==> src/rtl/gpio_bank_irq_pkg.sv <==
package gpio_bank_irq_pkg;

  typedef struct packed {
    logic both;
    logic edge_sel;
    logic pol;
  } sense_t;

  // Edge seen on a pin for a given sense setting
  function automatic logic edge_hit_f(input sense_t s, input logic cur, input logic prev);
    logic rise;
    logic fall;
    rise = cur & ~prev;
    fall = ~cur & prev;
    if (!s.edge_sel)  return 1'b0;
    if (s.both)       return rise | fall;
    return s.pol ? rise : fall;
  endfunction

  // Active level for a level-sensed pin
  function automatic logic level_act_f(input sense_t s, input logic cur);
    return s.pol ? cur : ~cur;
  endfunction

  // Next pending state
  function automatic logic pend_next_f(input sense_t s, input logic pend,
                                       input logic clr, input logic hit, input logic act);
    if (s.edge_sel) return (pend & ~clr) | hit;
    return act;
  endfunction

endpackage

==> src/rtl/gpio_bank_irq_sync.sv <==
module gpio_bank_irq_sync #(
  parameter int W      = 32,
  parameter int STAGES = 2
) (
  input  logic         clk,
  input  logic         rst_n,
  input  logic [W-1:0] d_i,
  output logic [W-1:0] q_o
);

  logic [STAGES-1:0][W-1:0] stage_q;

  always_ff @(posedge clk or negedge rst_n) begin
    if (!rst_n) stage_q[0] <= '0;
    else        stage_q[0] <= d_i;
  end

  for (genvar s = 1; s < STAGES; s++) begin : g_stage
    always_ff @(posedge clk or negedge rst_n) begin
      if (!rst_n) stage_q[s] <= '0;
      else        stage_q[s] <= stage_q[s-1];
    end
  end

  assign q_o = stage_q[STAGES-1];

endmodule

==> src/rtl/gpio_bank_irq_port.sv <==
module gpio_bank_irq_port
  import gpio_bank_irq_pkg::*;
#(
  parameter int PW = 8,
  localparam int SW = 3 * PW
) (
  input  logic          clk,
  input  logic          rst_n,
  input  logic [PW-1:0] sync_i,
  input  logic [SW-1:0] sense_word_i,
  input  logic [PW-1:0] clr_sel_i,
  output logic [PW-1:0] pend_o,
  output logic [PW-1:0] hist_o,
  output logic [PW-1:0] hit_o,
  output logic [PW-1:0] level_act_o,
  output logic [PW-1:0] edge_mode_o
);

  logic [PW-1:0] hist_q;
  logic [PW-1:0] pend_q;

  for (genvar p = 0; p < PW; p++) begin : g_pin
    sense_t sense;
    logic   pend_d;

    assign sense.pol      = sense_word_i[p];
    assign sense.edge_sel = sense_word_i[PW + p];
    assign sense.both     = sense_word_i[2*PW + p];

    assign hit_o[p]       = edge_hit_f(sense, sync_i[p], hist_q[p]);
    assign level_act_o[p] = level_act_f(sense, sync_i[p]);
    assign edge_mode_o[p] = sense.edge_sel;
    assign pend_d = pend_next_f(sense, pend_q[p], clr_sel_i[p], hit_o[p], level_act_o[p]);

    always_ff @(posedge clk or negedge rst_n) begin
      if (!rst_n) begin
        hist_q[p] <= 1'b0;
        pend_q[p] <= 1'b0;
      end else begin
        hist_q[p] <= sync_i[p];
        pend_q[p] <= pend_d;
      end
    end
  end

  assign pend_o = pend_q;
  assign hist_o = hist_q;

endmodule

==> src/rtl/gpio_bank_irq.sv <==
module gpio_bank_irq #(
  parameter int NUM_PORTS     = 4,
  parameter int PINS_PER_PORT = 8,
  parameter int SYNC_STAGES   = 2,
  localparam int LINES = NUM_PORTS * PINS_PER_PORT,
  localparam int SW    = 3 * PINS_PER_PORT
) (
  input  logic                    clk,
  input  logic                    rst_n,
  input  logic [LINES-1:0]        pin_i,
  input  logic [NUM_PORTS*SW-1:0] sense_cfg_i,
  input  logic [LINES-1:0]        enable_i,
  input  logic [LINES-1:0]        clear_mask_i,
  input  logic                    clear_stb_i,
  output logic [LINES-1:0]        status_o,
  output logic                    bank_irq_o
);

  logic [LINES-1:0] sync_q;
  logic [LINES-1:0] hist_q;
  logic [LINES-1:0] edge_hit;
  logic [LINES-1:0] level_act;
  logic [LINES-1:0] edge_mode;
  logic [LINES-1:0] clr_sel;
  logic [LINES-1:0] pend_q;

  assign clr_sel = clear_mask_i & {LINES{clear_stb_i}};

  gpio_bank_irq_sync #(.W(LINES), .STAGES(SYNC_STAGES)) u_sync (
    .clk(clk), .rst_n(rst_n), .d_i(pin_i), .q_o(sync_q)
  );

  for (genvar k = 0; k < NUM_PORTS; k++) begin : g_port
    localparam int LO = k * PINS_PER_PORT;
    gpio_bank_irq_port #(.PW(PINS_PER_PORT)) u_port (
      .clk         (clk),
      .rst_n       (rst_n),
      .sync_i      (sync_q[LO +: PINS_PER_PORT]),
      .sense_word_i(sense_cfg_i[k*SW +: SW]),
      .clr_sel_i   (clr_sel[LO +: PINS_PER_PORT]),
      .pend_o      (pend_q[LO +: PINS_PER_PORT]),
      .hist_o      (hist_q[LO +: PINS_PER_PORT]),
      .hit_o       (edge_hit[LO +: PINS_PER_PORT]),
      .level_act_o (level_act[LO +: PINS_PER_PORT]),
      .edge_mode_o (edge_mode[LO +: PINS_PER_PORT])
    );
  end

  assign status_o   = pend_q;
  assign bank_irq_o = |(pend_q & enable_i);

endmodule

==> config.mk <==
export PLATFORM = sky130hd
export DESIGN_NAME = gpio_bank_irq
export DESIGN_NICKNAME = d
export VERILOG_FILES = /design/src/rtl/gpio_bank_irq_pkg.sv /design/src/rtl/gpio_bank_irq_sync.sv /design/src/rtl/gpio_bank_irq_port.sv /design/src/rtl/gpio_bank_irq.sv
export SDC_FILE = /design/constraint.sdc
export NUM_CORES = 1
export LEC_CHECK = 0
export BUFFER_PORTS_ARGS = -buffer_cell sky130_fd_sc_hd__buf_2
export CAP_MARGIN = 20
export CORE_MARGIN = 2
export CORE_UTILIZATION = 45
export DETAILED_ROUTE_END_ITERATION = 12
export PLACE_DENSITY_LB_ADDON = 0.1
export SLEW_MARGIN = 20
export SYNTH_ARGS = -nofsm -noshare
export SYNTH_HDL_FRONTEND = slang
export SYNTH_HIERARCHICAL = 1
export SYNTH_SLANG_ARGS = --single-unit
==> constraint.sdc <==
create_clock -name clk -period 1.7 [get_ports clk]
set_clock_uncertainty 0.1 [all_clocks]
set_input_delay 0.17 -clock clk [delete_from_list [all_inputs] [get_ports clk]]
set_output_delay 0.17 -clock clk [all_outputs]
set_load 0.01 [all_outputs]
# Yosys cells after proc, flatten, opt, wreduce, memory -nomap -nowiden
# Index checks and enable logic that the tools add are counted.
# totals
elab_cells	677
output_inout_bits	33
in_bits	195
regBits	128
# op_classes
n_mux	352
bitwise_logic	258
reduce_logical	1
# op_table
cell	n
1-bit 2-to-1 mux	352
1-bit bitwise AND	96
1-bit inverter	96
32-bit bitwise AND	2
1-bit bitwise OR	64
32-bit OR reduction	1

# Longest topological paths before layout
# Gate-level depths: netlist of the first run.
# logic_depth
depth_word	9
depth_mapped	6
mapped_depth_nobuf	5

# Hierarchy
# Netlist of the first run, hierarchy kept.
# by_module_without_submodules
module	seq_area_each_um2	area_each_um2	cells_each	n_inst
gpio_bank_irq_port (g_port[1].u_port ...)	400.4	1198.6	125	3
gpio_bank_irq_sync	1601.5	1841.8	96	1
gpio_bank_irq_port (g_port[0].u_port)	400.4	1203.7	126	1
gpio_bank_irq	0.0	369.1	56	1

# Worst setup path after synthesis of the first run
# Ideal clock, no wire load.
# synth_timing
path_kind	register to output
startpoint	register g_port[0].u_port.pend_q[0]
endpoint	output bank_irq_o
slack_ns	0.178
stages_incl_launch_ff	4
n_path_buf	0
t_arrival_ns	1.252
t_required_ns	1.430
path_cell_list	dfrtp_1 -> a22oi_1 -> nand4_1 -> or4_1
# synth_via
elab_chain_len	2
# synth_rtl
element	line	rtl
from (decl)	gpio_bank_irq_port.sv:20	logic [PW-1:0] pend_q;
from (signal, indexed assignment)	gpio_bank_irq_port.sv:41	pend_q[p] <= pend_d;
32-bit bitwise AND	gpio_bank_irq.sv:50	assign bank_irq_o = |(pend_q & enable_i);
32-bit OR reduction	gpio_bank_irq.sv:50	
to (decl)	gpio_bank_irq.sv:16	output logic bank_irq_o
# Every way passes these cells.

# Final worst setup path of the first run
# layout_timing
startpoint	register g_port[1].u_port.pend_q[0]
endpoint	output bank_irq_o
# layout_via
elab_chain_len	2
# layout_rtl
element	line
from (decl)	gpio_bank_irq_port.sv:20
from (signal, indexed assignment)	gpio_bank_irq_port.sv:41
32-bit bitwise AND	gpio_bank_irq.sv:50
32-bit OR reduction	gpio_bank_irq.sv:50
# Every way passes these cells.

==> results of run 1 <==
==> repair_timing <==
| action | in CTS | in global routing |
|---|---|---|
| hold buffers | 87 | 0 |
| setup endpoints to repair | 1 | 1 |
| gates resized for setup | 9 | 2 |
| endpoints found under the hold margin | 160 | 0 |
| pin swaps | 6 | 3 |
==> power groups by stage <==
stage / Sequential [mW] / Clock [mW] / Combinational, mW
after floorplan: 3.46 / 0 / 0.554
after global placement: 3.44 / 0 / 1.14
after detailed placement: 3.46 / 0 / 1.18
after CTS: 3.42 / 3.37 / 1.37
after global routing: 3.45 / 3.51 / 1.51
final: 3.42 / 3.30 / 1.36
==> metal layers <==
layer | GRT usage (%) | wire [um] | vias to the layer above
met3 | 5.971 | 907 | 31
met2 | 36.74 | 7934 | 155
met4 | 8.724 | 346 | 0
li1 | - | - | 2589
met5 | 0 | 0 | -
met1 | 24.19 | 6448 | 2471
==> registers in the layout, indices dropped and copies added (netlist names) <==
register / flops
g_port.u_port/hist_o: 32
g_port.u_port/pend_o: 32
u_sync/stage_q: 32
u_sync/q_o: 32
==> critical path: cells and delay by family (launching register included) <==
kind            cells  cell delay [ns]
buf+inv             1             0.17
simple gates        2             0.69
compound gates      1             0.22
flops               1             0.39
==> through the flow <==
stage          TNS, ns  util, %  area [um2]
6_report       -0.4427    65.00        9340
5_1_grt        -0.5355    65.00        9340
4_1_cts        -0.4677    64.93        9330
3_5_place_dp   -0.2115    54.87        7884
3_3_place_gp   -0.1733    54.87        7884
2_1_floorplan        0        -        6560
==> placed cells by master, fill, tap and decap left out <==
master / n
buf_2: 226
dfrtp_1: 128
inv_1: 96
dlygate4sd3_1: 87
ha_1: 64
a21boi_0: 42
and2_1: 32
nor2b_1: 32
a211o_1: 32
xnor2_1: 32
nor2_1: 21
o2bb2ai_1: 21
buf_4: 19
clkbuf_16: 17
a22oi_2: 12
a21oi_1: 11
nor3b_1: 11
a221o_1: 11
clkinv_2: 5
a22oi_1: 4
nand4_1: 4
clkbuf_1: 4
buf_12: 3
clkbuf_8: 2
or4_1: 1
clkinvlp_4: 1
bufinv_16: 1
buf_6: 1
==> worst paths after layout <==
| path | from | endpoint | slack (ns) | depth (start not counted) |
|---|---|---|---|---|
| max reg2reg | u_sync/q_o[5] | g_port[0].u_port/pend_o[5] | 0.17 | 5 |
| min reg2reg | u_sync/stage_q[27] | u_sync/q_o[27] | 0.24 | 0 |
| max in group asynchronous | rst_n | g_port[0].u_port/pend_o[5] | 0.73 | 3 |
| min | sense_cfg_i[31] | g_port[1].u_port/pend_o[7] | 0.02 | 4 |
| min in group asynchronous | rst_n | g_port[2].u_port/pend_o[6] | 0.17 | 2 |
| max | g_port[1].u_port/pend_o[0] | bank_irq_o | -0.44 | 4 |
==> final cells by class <==
type	instances	area, um2
Tap cell	184	230.2
Multi-Input combinational cell	330	2800
Inverter	96	360.3
Sequential cell	128	3203
Timing Repair Buffer	336	2216
Fill cell	1179	5029
Clock inverter	7	62.56
Clock buffer	23	467.9
==> impl_metrics.tcl, run 1 <==
set metrics [dict create \
    cp_max_fo 2 \
    clk_path_buf_depth 2 \
    arrival_ns 1.87 \
    clockPowerShare_pct 40.8 \
    coreArea_mm2 0.01437 \
    route.detailed.drc 0 \
    overflow 0 \
    worst_setup_path_end_kind "output pin" \
    cap_violations 0 \
    setup_violations 1 \
    cp-start-kind "flip-flop" \
    p_leak_nw 4.735 \
    area_growth_syn_to_layout_pct 42.38 \
    clk_latency_ns 0.41 \
    vias_per_cell 4.752 \
    sw_frac_of_total_pct 24.58 \
    layout-drive-gt1-share_pct 31.20 \
    tritoncts "done" \
    ys_warn_count 6 \
    diodes 0 \
    pwr-share-seq_pct 42.4 \
    dp_hpwl_um 11410 \
    fin_nets 1168 \
    min_period_ns 2.143 \
    port_buffers 227 \
    relSlewSlack_pct 67.78 \
    tightest_slew_ns 0.4833 \
    syn_nets 848 \
    powerDensity_mw_per_mm2 864.9 \
    cts.htree.levels 4 \
    clk_pin_slew_worst_paths_ns 0.05 \
    synth.avg_cell_area_um2 11.14 \
    holdCritPathClass "in -> reg" \
    hold_violations 0 \
    setup_slack_ns -0.4427 \
    cts_root_buffer "clkbuf_16" \
    p_int_mw 6.093 \
    vias 5246 \
    antenna_found_initial 0 \
    placementRows 44 \
    critical_path_class "reg -> out" \
    max_freq_mhz 466.7 \
    routabilityCongestion 0.8134 \
    place_inst 987 \
    io_pins 228 \
    power_frac_comb_pct 16.8 \
    drt-pass1-iter-count 4 \
    cpPeakStageDelay_ns 0.50 \
    fp.dieH_um 124.7 \
    postSynthCellCount 589 \
    worstPathCellList "a22oi_2, nand4_1, or4_1, buf_2" \
    slew_violations 0 \
    final_cells 1104 \
    grt_start_max_net_pins 49 \
    first_iter_violations 146 \
    dieArea_mm2 0.01556 \
    violations "setup timing" \
    clkSinkCount 128 \
    drtAntennaViolNets 0 \
    start_util_pct 45.65 \
    period_share_pct 126.0 \
    ir_worst_vdd_uv 629.4 \
    power_switching_mw 1.986 \
    grt.total_usage_pct 21.04 \
    whs_ns 0.01946 \
    p_total_mw 8.078 \
    crit_slowest_cell "or4_1" \
    cts_buffers 17 \
    required_ns 1.43 \
    netlist_area_mm2 0.006560 \
    post-cts-setup-buffer-count 0 \
    grt_pass1_wl_um 26030 \
    grt_pass1_vias 5644 \
    die_x_um 124.7 \
    rsz0062_at_grt "yes" \
    wl_um 15640 \
    avgRoutedWirePerCell_um 14.16 \
    status "finished, violations left" \
    pre_cts_ws_ns -0.2115 \
]
Power figures use the tool's default switching activity.
==> run 2: changes to the inputs <==
REMOVE_ABC_BUFFERS = 1   (was default)
SLEW_MARGIN = 30   (was 20)
==> impl_metrics.tcl, run 2 (synthesized netlist as in run 1, its figures left out) <==
set metrics [dict create \
    placementRows 44 \
    tightest_slew_ns 0.3440 \
    route.detailed.drc 0 \
    rsz0062_at_grt "yes" \
    vias_per_cell 4.787 \
    min_period_ns 2.123 \
    arrival_ns 1.85 \
    ir_worst_vdd_uv 781.4 \
    critical_path_class "reg -> out" \
    cp-start-kind "flip-flop" \
    fin_area_mm2 0.009291 \
    whs_ns 0.01938 \
    grt_pass1_wl_um 25230 \
    max_freq_mhz 471.0 \
    antenna_found_initial 2 \
    coreArea_mm2 0.01437 \
    grt_pass1_vias 5502 \
    fin_nets 1157 \
    dieArea_mm2 0.01556 \
    fp.dieH_um 124.7 \
    powerDensity_mw_per_mm2 892.0 \
    setup_violations 1 \
    cp_max_fo 3 \
    status "finished, violations left" \
    final_common_cell "buf_2" \
    clk_path_buf_depth 2 \
    drt-pass1-iter-count 4 \
    cts.htree.levels 4 \
    cts_buffers 17 \
    setup_slack_ns -0.4233 \
    grt_start_max_net_pins 65 \
    avgRoutedWirePerCell_um 14.06 \
    clk_latency_ns 0.41 \
    overflow 0 \
    clkSinkCount 128 \
    vias 5242 \
    hold_violations 0 \
    period_share_pct 124.9 \
    drtAntennaViolNets 0 \
    first_iter_violations 196 \
    wl_um 15400 \
    slew_violations 0 \
    grt.total_usage_pct 20.36 \
    holdCritPathClass "in -> reg" \
    layout-drive-gt1-share_pct 30.36 \
    tritoncts "done" \
    detailed_place.area_mm2 0.007809 \
    die_x_um 124.7 \
    routabilityCongestion 0.8712 \
    pre_cts_ws_ns -0.08841 \
    start_util_pct 45.65 \
    area_growth_syn_to_layout_pct 41.64 \
    port_buffers 227 \
    clk_pin_slew_worst_paths_ns 0.05 \
    r2r_slack_ns 0.18 \
    worst_setup_path_end_kind "output pin" \
    required_ns 1.43 \
    dp_hpwl_um 11210 \
    cap_violations 0 \
    cts_root_buffer "clkbuf_16" \
    violations "setup timing" \
    relSlewSlack_pct 77.07 \
    p_leak_nw 4.713 \
    layout_common_cells "225 x buf_2, 128 x dfrtp_1, 96 x inv_1" \
    io_pins 228 \
]
run 2: power by group:
group | switching [mW] | internal (mW)
logic | 0.572 | 0.734
clock network | 1.23 | 2.33
registers | 0.155 | 3.27
total | 1.96 | 6.33
run 2: path summary, 6_finish.rpt:
check	endpoint	startpoint	cells past startpoint
max in group asynchronous	g_port[0].u_port/hist_o[7]	rst_n	3
min in group asynchronous	g_port[2].u_port/hist_o[6]	rst_n	2
min reg2reg	u_sync/q_o[30]	u_sync/stage_q[30]	0
min	g_port[3].u_port/pend_o[4]	sense_cfg_i[84]	3
max reg2reg	g_port[2].u_port/pend_o[3]	u_sync/q_o[19]	5
max	bank_irq_o	g_port[0].u_port/pend_o[3]	4
run 2: layer usage:
metal,vias to the layer above,share of wire [%],GRT usage (%)
met5,-,0,0
met4,0,4.0,10.31
met2,176,48,34.30
li1,2560,-,-
met3,46,6.3,5.455
met1,2460,42,23.94
run 2: metrics by stage:
stage          instances  util, %  TNS [ns]  power, mW
6_report            1095    64.66   -0.4233      8.288
5_1_grt             1095    64.66   -0.4819      8.699
4_1_cts             1093    64.63   -0.4453      8.383
3_5_place_dp         977    54.35  -0.08841      4.605
3_3_place_gp         977    54.35  -0.09570      4.548
2_1_floorplan        554        -         0      3.959
run 2: area by class of cell:
type / count / area (um2)
clock inverter: 6 / 80.08
inverter: 96 / 360.3
sequential: 128 / 3203
antenna: 2 / 5.005
multi-input combinational: 330 / 2780
tap: 184 / 230.2
fill: 1130 / 5077
timing repair buffer: 325 / 2131
clock buffer: 24 / 501.7
run 2: timing repair:
item / CTS / global route
setup buffers: 1 / 0
pin swaps: 8 / 0
endpoints found under the hold margin: 190 / 0
hold buffers: 85 / 0
setup endpoints to repair: 1 / 1
resized for setup: 8 / 0
run 2: critical path: stages (launching register included):
cell	delay (ns)
dfrtp_1	0.38
a22oi_1	0.20
nand4_1	0.17
or4_1	0.54
buf_4	0.16
==> run 3: changes to the inputs <==
BUFFER_PORTS_ARGS = -buffer_cell sky130_fd_sc_hd__buf_4   (was -buffer_cell sky130_fd_sc_hd__buf_2)
clock period = 2.1 ns   (was 1.7 ns; I/O delays follow)
==> impl_metrics.tcl, run 3 (synthesized netlist as in run 1, its figures left out) <==
set metrics [dict create \
    nFillCells 1107 \
    start_util_pct 45.65 \
    dp_hpwl_um 11390 \
    clk_path_buf_depth 2 \
    cp-start-kind "flip-flop" \
    fin_nets 1135 \
    status "finished, violations left" \
    vias 5154 \
    cts.htree.levels 4 \
    fp.dieH_um 124.7 \
    first_iter_violations 149 \
    violations "setup timing" \
    clkSinkCount 128 \
    cp_max_fo 2 \
    placementRows 44 \
    holdCritPathClass "in -> reg" \
    timing.setup.tns_ns -0.07281 \
    tritoncts "done" \
    critPathTopFamily "simple AND/OR/NAND/NOR gates" \
    rsz0062_at_grt "yes" \
    diodes 0 \
    relSlewSlack_pct 74.32 \
    wl_um 15660 \
    route.detailed.drc 0 \
    drtAntennaViolNets 0 \
    drt-pass1-iter-count 4 \
    critPathBufInv 1 \
    vias_per_cell 4.808 \
    worstPathCellList "a22oi_2, nand4_1, or4_4, buf_6" \
    grt_pass1_vias 5530 \
    tightest_slew_ns 0.3852 \
    layout_common_cells "231 x buf_4, 128 x dfrtp_1, 96 x inv_1" \
    cap_violations 0 \
    period_share_pct 103.5 \
    area_growth_syn_to_layout_pct 46.60 \
    routabilityCongestion 0.8759 \
    io_pins 228 \
    clk_latency_ns 0.41 \
    slew_violations 0 \
    crit_slowest_cell "or4_4" \
    powerDensity_mw_per_mm2 703.6 \
    setup_slack_ns -0.07281 \
    ir_worst_vdd_uv 442.5 \
    p_leak_nw 4.794 \
    pre_cts_ws_ns 0.2097 \
    cts_root_buffer "clkbuf_16" \
    worst_setup_path_end_kind "output pin" \
    avgRoutedWirePerCell_um 14.61 \
    clk_pin_slew_worst_paths_ns 0.05 \
    arrival_ns 1.86 \
    overflow 0 \
    die_x_um 124.7 \
    grt_start_max_net_pins 56 \
    cpPeakStageDelay_ns 0.53 \
    cts_buffers 17 \
    min_period_ns 2.173 \
    final_common_cell "buf_4" \
    required_ns 1.79 \
    dieArea_mm2 0.01556 \
    coreArea_mm2 0.01437 \
    port_buffers 227 \
    layout-drive-gt1-share_pct 30.52 \
    grt_pass1_wl_um 25790 \
    grt.total_usage_pct 20.98 \
    antenna_found_initial 0 \
    max_freq_mhz 460.2 \
    hold_violations 0 \
    critical_path_class "reg -> out" \
    setup_violations 1 \
]
==> run 3: changes by cell type in the layout (fill, tap and decap cells not counted), moves of 2 or more <==
cell,previous run,this run
buf_2,225,0
buf_4,11,231
dlygate4sd3_1,85,68
clkbuf_1,2,5
clkbuf_8,5,2
diode_2,2,0
==> run 3: through the flow <==
stage / instances / total power, mW / util [%] / instance area (um2) / hold slack, ns
6_report: 1072 / 6.767 / 66.93 / 9617 / 0.01319
2_1_floorplan: 554 / 3.205 / - / 6309 / -0.1856
4_1_cts: 1072 / 6.841 / 66.93 / 9617 / 0.0005008
3_5_place_dp: 967 / 3.840 / 57.67 / 8287 / 0.03718
5_1_grt: 1072 / 7.110 / 66.93 / 9617 / 0.008921
3_3_place_gp: 967 / 3.792 / 57.67 / 8287 / 0.03568
==> run 3: final timing paths <==
path / cells after the start / to / from / slack (ns)
worst max-delay path: 4 / bank_irq_o / g_port[0].u_port/pend_o[7] / -0.07
worst min-delay path: 3 / g_port[1].u_port/pend_o[2] / sense_cfg_i[42] / 0.01
worst max register to register: 6 / g_port[0].u_port/pend_o[1] / u_sync/q_o[1] / 0.17
worst min register to register: 0 / u_sync/q_o[2] / u_sync/stage_q[2] / 0.24
max in group asynchronous: 3 / u_sync/stage_q[0] / rst_n / 1.14
min in group asynchronous: 2 / g_port[0].u_port/pend_o[6] / rst_n / 0.16
==> run 3: power breakdown <==
| group | internal, mW | switching (mW) | total [mW] |
|---|---|---|---|
| clock | 1.79 | 1.00 | 2.79 |
| sequential | 2.65 | 0.134 | 2.78 |
| combinational | 0.729 | 0.464 | 1.19 |
==> run 3: what timing repair did <==
item                                    CTS  global route
hold buffers                             68             0
resized for setup                        10             0
buffers inserted                          6             0
endpoints found under the setup margin    1             1
hold endpoints to repair                180             0
pin swaps                                10             6
==> run 3: layer usage <==
metal  GRT usage, %  share of wire, %  vias up
met4          7.270               1.6        0
met5              0                 0        -
met3          5.713               5.4       21
li1               -                 -     2517
met1          24.03                42     2465
met2          37.64                52      151
==> run 3: worst reg2reg max path, stage by stage, from the launching register on <==
cell	delay (ns)
dfrtp_1	0.40
inv_1	0.06
ha_1	0.18
nor2b_1	0.13
a211o_1	0.26
o2bb2ai_1	0.12
dlygate4sd3_1	0.55
==> run 3: layout make-up <==
class                      count  area, um2  area share, %
timing repair buffer         303       2477          25.76
clock buffer                  24      471.7          4.905
tap                          184      230.2          2.394
inverter                      96      360.3          3.747
sequential                   128       3203          33.31
multi-input combinational    330       2789          29.00
clock inverter                 7      85.08         0.8847
